--- config.mk ---
export PLATFORM = sky130hd
export DESIGN_NAME = cs_indicator_decoder
export DESIGN_NICKNAME = d
export VERILOG_FILES = /design/src/rtl/cs_ind_pkg.sv /design/src/rtl/cs_bit_collector.sv /design/src/rtl/cs_field_latch.sv /design/src/rtl/cs_output_gate.sv /design/src/rtl/cs_indicator_decoder.sv
export SDC_FILE = /design/constraint.sdc
export NUM_CORES = 1
export LEC_CHECK = 0
export BUFFER_PORTS_ARGS = -buffer_cell sky130_fd_sc_hd__buf_4
export CAP_MARGIN = 5
export CORE_ASPECT_RATIO = 1.4
export CORE_MARGIN = 10
export CORE_UTILIZATION = 30
export DETAILED_ROUTE_END_ITERATION = 6
export GPL_TIMING_DRIVEN = 1
export PLACE_DENSITY = 0.51
export SLEW_MARGIN = 20
export SYNTH_ARGS = -nofsm -noshare
export SYNTH_HDL_FRONTEND = slang
export SYNTH_SLANG_ARGS = --single-unit
--- constraint.sdc ---
create_clock -name clk -period 1.55 [get_ports clk]
set_input_delay 0.0775 -clock clk [delete_from_list [all_inputs] [get_ports clk]]
set_output_delay 0.0775 -clock clk [all_outputs]
set_load 0.005 [all_outputs]
--- src/rtl/cs_ind_pkg.sv ---
package cs_ind_pkg;

    // Bit positions inside a status block that the decoder looks at
    localparam int FMT_POS  = 0;
    localparam int COPY_POS = 2;
    localparam int EMPH_LO  = 3;
    localparam int RATE_LO  = 24;

    // Fields pulled out of a gathered block
    typedef struct packed {
        logic       fmt;
        logic       copy_bit;
        logic [2:0] emph;   // emph[0] is block bit 3
        logic [3:0] rate;   // rate[0] is block bit 24
    } cs_fields_t;

    // Indicator set held between blocks
    typedef struct packed {
        logic r32;
        logic r44;
        logic r48;
        logic copy;
        logic emph;
        logic prof;
    } ind_t;

    localparam ind_t IND_OFF = '0;

    typedef enum logic [1:0] {
        RATE_44,
        RATE_48,
        RATE_32,
        RATE_NONE
    } rate_e;

    function automatic rate_e rate_of(input logic [3:0] code);
        case (code)
            4'b0000: rate_of = RATE_44;
            4'b0010: rate_of = RATE_48;
            4'b0011: rate_of = RATE_32;
            default: rate_of = RATE_NONE;
        endcase
    endfunction

    function automatic ind_t decode(input cs_fields_t f);
        ind_t  r;
        rate_e rt;
        r  = IND_OFF;
        rt = rate_of(f.rate);
        if (f.fmt) begin
            r.prof = 1'b1;
        end else begin
            r.copy = ~f.copy_bit;
            r.emph = (f.emph == 3'b001);
            r.r44  = (rt == RATE_44);
            r.r48  = (rt == RATE_48);
            r.r32  = (rt == RATE_32);
        end
        return r;
    endfunction

endpackage

--- src/rtl/cs_bit_collector.sv ---
module cs_bit_collector
    import cs_ind_pkg::*;
#(
    parameter int BLK_BITS = 192
) (
    input  logic       clk,
    input  logic       rst,
    input  logic       lock_i,
    input  logic       blk_start_i,
    input  logic       bit_vld_i,
    input  logic       bit_i,
    output logic       blk_done_o,
    output cs_fields_t fields_o
);
    // Counter saturates one above a full block to mark an overlong block
    localparam int CNT_MAX = BLK_BITS + 1;
    localparam int CNT_W   = $clog2(CNT_MAX + 1);

    logic [CNT_W-1:0]    cnt_q;
    logic                armed_q;
    logic [BLK_BITS-1:0] sr_q;

    always_ff @(posedge clk) begin
        if (rst || !lock_i) begin
            cnt_q   <= '0;
            armed_q <= 1'b0;
        end else if (blk_start_i) begin
            armed_q <= 1'b1;
            cnt_q   <= bit_vld_i ? CNT_W'(1) : '0;
        end else if (armed_q && bit_vld_i && (cnt_q < CNT_W'(CNT_MAX))) begin
            cnt_q <= cnt_q + CNT_W'(1);
        end
    end

    // Newest bit enters at the top; after a full block bit 0 sits at index 0
    always_ff @(posedge clk) begin
        if (rst) begin
            sr_q <= '0;
        end else if (bit_vld_i) begin
            sr_q <= {bit_i, sr_q[BLK_BITS-1:1]};
        end
    end

    assign blk_done_o = lock_i && armed_q && blk_start_i && (cnt_q == CNT_W'(BLK_BITS));

    assign fields_o.fmt      = sr_q[FMT_POS];
    assign fields_o.copy_bit = sr_q[COPY_POS];
    assign fields_o.emph     = sr_q[EMPH_LO +: 3];
    assign fields_o.rate     = sr_q[RATE_LO +: 4];
endmodule

--- src/rtl/cs_field_latch.sv ---
module cs_field_latch
    import cs_ind_pkg::*;
(
    input  logic       clk,
    input  logic       rst,
    input  logic       lock_i,
    input  logic       blk_done_i,
    input  cs_fields_t fields_i,
    output ind_t       held_o
);
    always_ff @(posedge clk) begin
        if (rst || !lock_i) begin
            held_o <= IND_OFF;
        end else if (blk_done_i) begin
            held_o <= decode(fields_i);
        end
    end
endmodule

--- src/rtl/cs_output_gate.sv ---
module cs_output_gate
    import cs_ind_pkg::*;
(
    input  logic lock_i,
    input  ind_t held_i,
    output ind_t ind_o
);
    localparam int IND_W = $bits(ind_t);

    logic [IND_W-1:0] raw;
    logic [IND_W-1:0] gated;

    assign raw = held_i;

    for (genvar g = 0; g < IND_W; g++) begin : g_gate
        assign gated[g] = raw[g] & lock_i;
    end

    assign ind_o = ind_t'(gated);
endmodule

--- src/rtl/cs_indicator_decoder.sv ---
module cs_indicator_decoder
    import cs_ind_pkg::*;
#(
    parameter int BLK_BITS = 192
) (
    input  logic clk,
    input  logic rst,
    input  logic lock_i,
    input  logic blk_start_i,
    input  logic bit_vld_i,
    input  logic cs_bit_i,
    output logic rate32_o,
    output logic rate44_o,
    output logic rate48_o,
    output logic copy_o,
    output logic emph_o,
    output logic prof_o
);
    logic       blk_done;
    cs_fields_t fields;
    ind_t       held;
    ind_t       ind;

    cs_bit_collector #(.BLK_BITS(BLK_BITS)) u_collect (
        .clk         (clk),
        .rst         (rst),
        .lock_i      (lock_i),
        .blk_start_i (blk_start_i),
        .bit_vld_i   (bit_vld_i),
        .bit_i       (cs_bit_i),
        .blk_done_o  (blk_done),
        .fields_o    (fields)
    );

    cs_field_latch u_latch (
        .clk        (clk),
        .rst        (rst),
        .lock_i     (lock_i),
        .blk_done_i (blk_done),
        .fields_i   (fields),
        .held_o     (held)
    );

    cs_output_gate u_gate (
        .lock_i (lock_i),
        .held_i (held),
        .ind_o  (ind)
    );

    assign rate32_o = ind.r32;
    assign rate44_o = ind.r44;
    assign rate48_o = ind.r48;
    assign copy_o   = ind.copy;
    assign emph_o   = ind.emph;
    assign prof_o   = ind.prof;
endmodule

==> metrics <==
outcome finished, final reports clean; Num CTS Buffers 21; Die Height around 210 um; clock sink count between 200 and 250; startpoint types flop; crit path DAT 1.90 ns; Max FO, Critical Path 3; reg2reg path depth 4; sequential fraction of the synthesis area 55.4%; Mapped Cells 709; Main synth FF type dfxtp_1; width of the die 154 um; Synth Cell Area 0.00749 mm^2; fin. max-slew vios 0; Routed WL about 11000 um; HPWL after DPL 6520 um; worst-margin pin slew roughly 0.42 ns; via total after detailed routing about 4600; Synthesis Warnings 0; most common cell after layout, fill and taps aside dfxtp_1; clk_lat worst skew roughly 0.49 ns; fmax between 0.6 and 0.7 GHz; post-synth net total about 720; area of the multi-input gates 0.00313 mm^2; crit path time final 1.50 ns; most frequent cells in the layout dfxtp_1, nor2_1, mux2i_1, clkbuf_16, buf_4; count of cell types in the netlist 35; 1st-iter DRT viols around 220; hold depth 4; pin count of the biggest net entering global routing 81; Placer Congestion roughly 0.65; synth-to-layout area growth 16.0%; total gr overflow 0; Vias/cell 4.35; max_cap viols 0; nets@finish about 730; #FFs+latches synth about 210; vias in the first global route between 4000 and 5000; # diodes 0; Final Hold Fails 0; # rows 68; Clock Skews 0.0138 ns; Final setup viols 0; Post-DRT Antenna Nets 0; Max Root-Sink Buffers 3; IO buf count 11; critical-path cell list nor4_4 > nand4_1 > a211o_2 > a21oi_1; Total GRT Usage 7.04%; root buf cell clkbuf_16; Final Hold Slack 0.387 ns; endpoint class of the critical path flop; Setup TNS 0 ns; number of synthesized flops with an enable pin 0; Fill cells approximately 2500; CP Data Required Time between 1.5 and 2 ns; Worst-path clk slew around 0.06 ns; pwr dens approximately 1200 mW/mm^2; fin util between 30% and 40%; mean post-synth cell area ~11 um^2; Worst VDD drop 0.601 mV; crit-path max cell delay just over 0.4 ns; share of cells above drive strength 1 a little under a tenth; Post-CTS Setup Inserts 0; Hold Path Class in2reg; register area roughly 0.0041 mm^2; global-route wire length before repair a little over 20000 um; core area around 0.025 mm^2; Worst path slowest cell nor4_4; initial core utilization a little under a third; number of remaining DRC errors 0; initial antenna violation count 0; routed len/inst 10.8 um; critical path class reg2reg; static leakage approximately 3.8 nW; CTS tree done; die area ~0.032 mm^2; I/O Pins 12; DRT Pass-1 Iters 4; final total power roughly 0.010 W; H-tree Lvls 1; slew margin rel. approximately 70%; asr flop ratio synth 0%; RSZ-0062 raised after global routing false; Final Cycle Share around 96%
[sequential cells by signal, summed over array words and instances (netlist names)]
register	cells
u_collect.armed_q	1
u_collect.sr_q	192
u_latch.held_o	6
u_collect.cnt_q	8
[metrics by stage]
step	instances	instance area, um^2	setup WS (ns)
6_report	1046	8690	0.0543
5_1_grt	1046	8690	0.00955
2_1_floorplan	709	7490	0.0801
4_1_cts	1046	8680	0.00684
3_3_place_gp	1007	7980	0.0442
3_5_place_dp	1007	7980	0.0241
[repair_timing]
item                                    CTS  global route
endpoints found under the setup margin    0             3
hold buffers                              6             0
endpoints found under the hold margin    21             0
gates resized for setup                   0             5
[kinds of logic (layout without fill, tap and decap cells)]
logic type,Yosys count,count (layout),share of synthesized area (%)
buf+inv,47,69,2.79
xor+xnor,1,1,0.117
mux,200,200,26.7
compound gates,12,12,1.04
fa+ha+maj,2,2,0.334
simple gates,240,240,13.6
flops,207,207,55.4
[worst paths after layout]
check	startpoint	endpoint	slack, ns
setup / recovery	u_collect.cnt_q[2]$_SDFFE_PP0P_	u_collect.cnt_q[2]$_SDFFE_PP0P_	0.05
hold / removal	cs_bit_i	u_collect.sr_q[191]$_SDFFE_PP0P_	0.39
setup reg to reg	u_collect.cnt_q[2]$_SDFFE_PP0P_	u_collect.cnt_q[2]$_SDFFE_PP0P_	0.05
hold reg to reg	u_latch.held_o[2]$_SDFFE_PP0P_	u_latch.held_o[2]$_SDFFE_PP0P_	0.47
[worst max-delay path, delay by kind of cell (launching register included)]
family | cells | cell delay (ns)
flip-flops | 1 | 0.33
AND/OR/NAND/NOR | 2 | 0.61
AO/OA/AOI/OAI | 2 | 0.47
[per-layer routing]
layer / up-vias / wire length (um) / part of all wire, % / global-route usage [%]
li1: 2396 / - / - / -
met1: 2087 / 5470 / 49 / 8.49
met2: 46 / 5070 / 45 / 11.9
met3: 21 / 357 / 3.2 / 1.43
met4: 0 / 357 / 3.2 / 3.28
met5: - / 0 / 0 / 0
[final cells by class]
cell class                 instances  area share [%]
tap                              315            4.54
inverter                           3           0.130
multi-input combinational        455            36.1
clock inverter                     1           0.101
clock buffer                      32            7.22
timing repair buffer              33            4.16
sequential                       207            47.8
[cell usage after synthesis, types with 2 or more instances]
cell type	n	area share [%]
dfxtp_1	207	55
nor2_1	202	10
mux2i_1	200	27
clkbuf_1	23	1.2
buf_2	20	1.3
nand2_1	8	0.40
and2_1	7	0.58
nand2b_1	4	0.33
o21ai_0	4	0.27
a21oi_1	3	0.20
inv_1	3	0.15
ha_1	2	0.33
nand3_1	2	0.13
nand4_1	2	0.17
nor4_1	2	0.17
[power by group]
part | switching (W) | leakage (nW) | internal [W]
combinational | 0.000233 | 1.79 | 0.000167
sequential | 0.00000420 | 1.67 | 0.00533
clock | 0.00190 | 0.312 | 0.00276
Note: power is estimated with default switching activity, not from simulation.
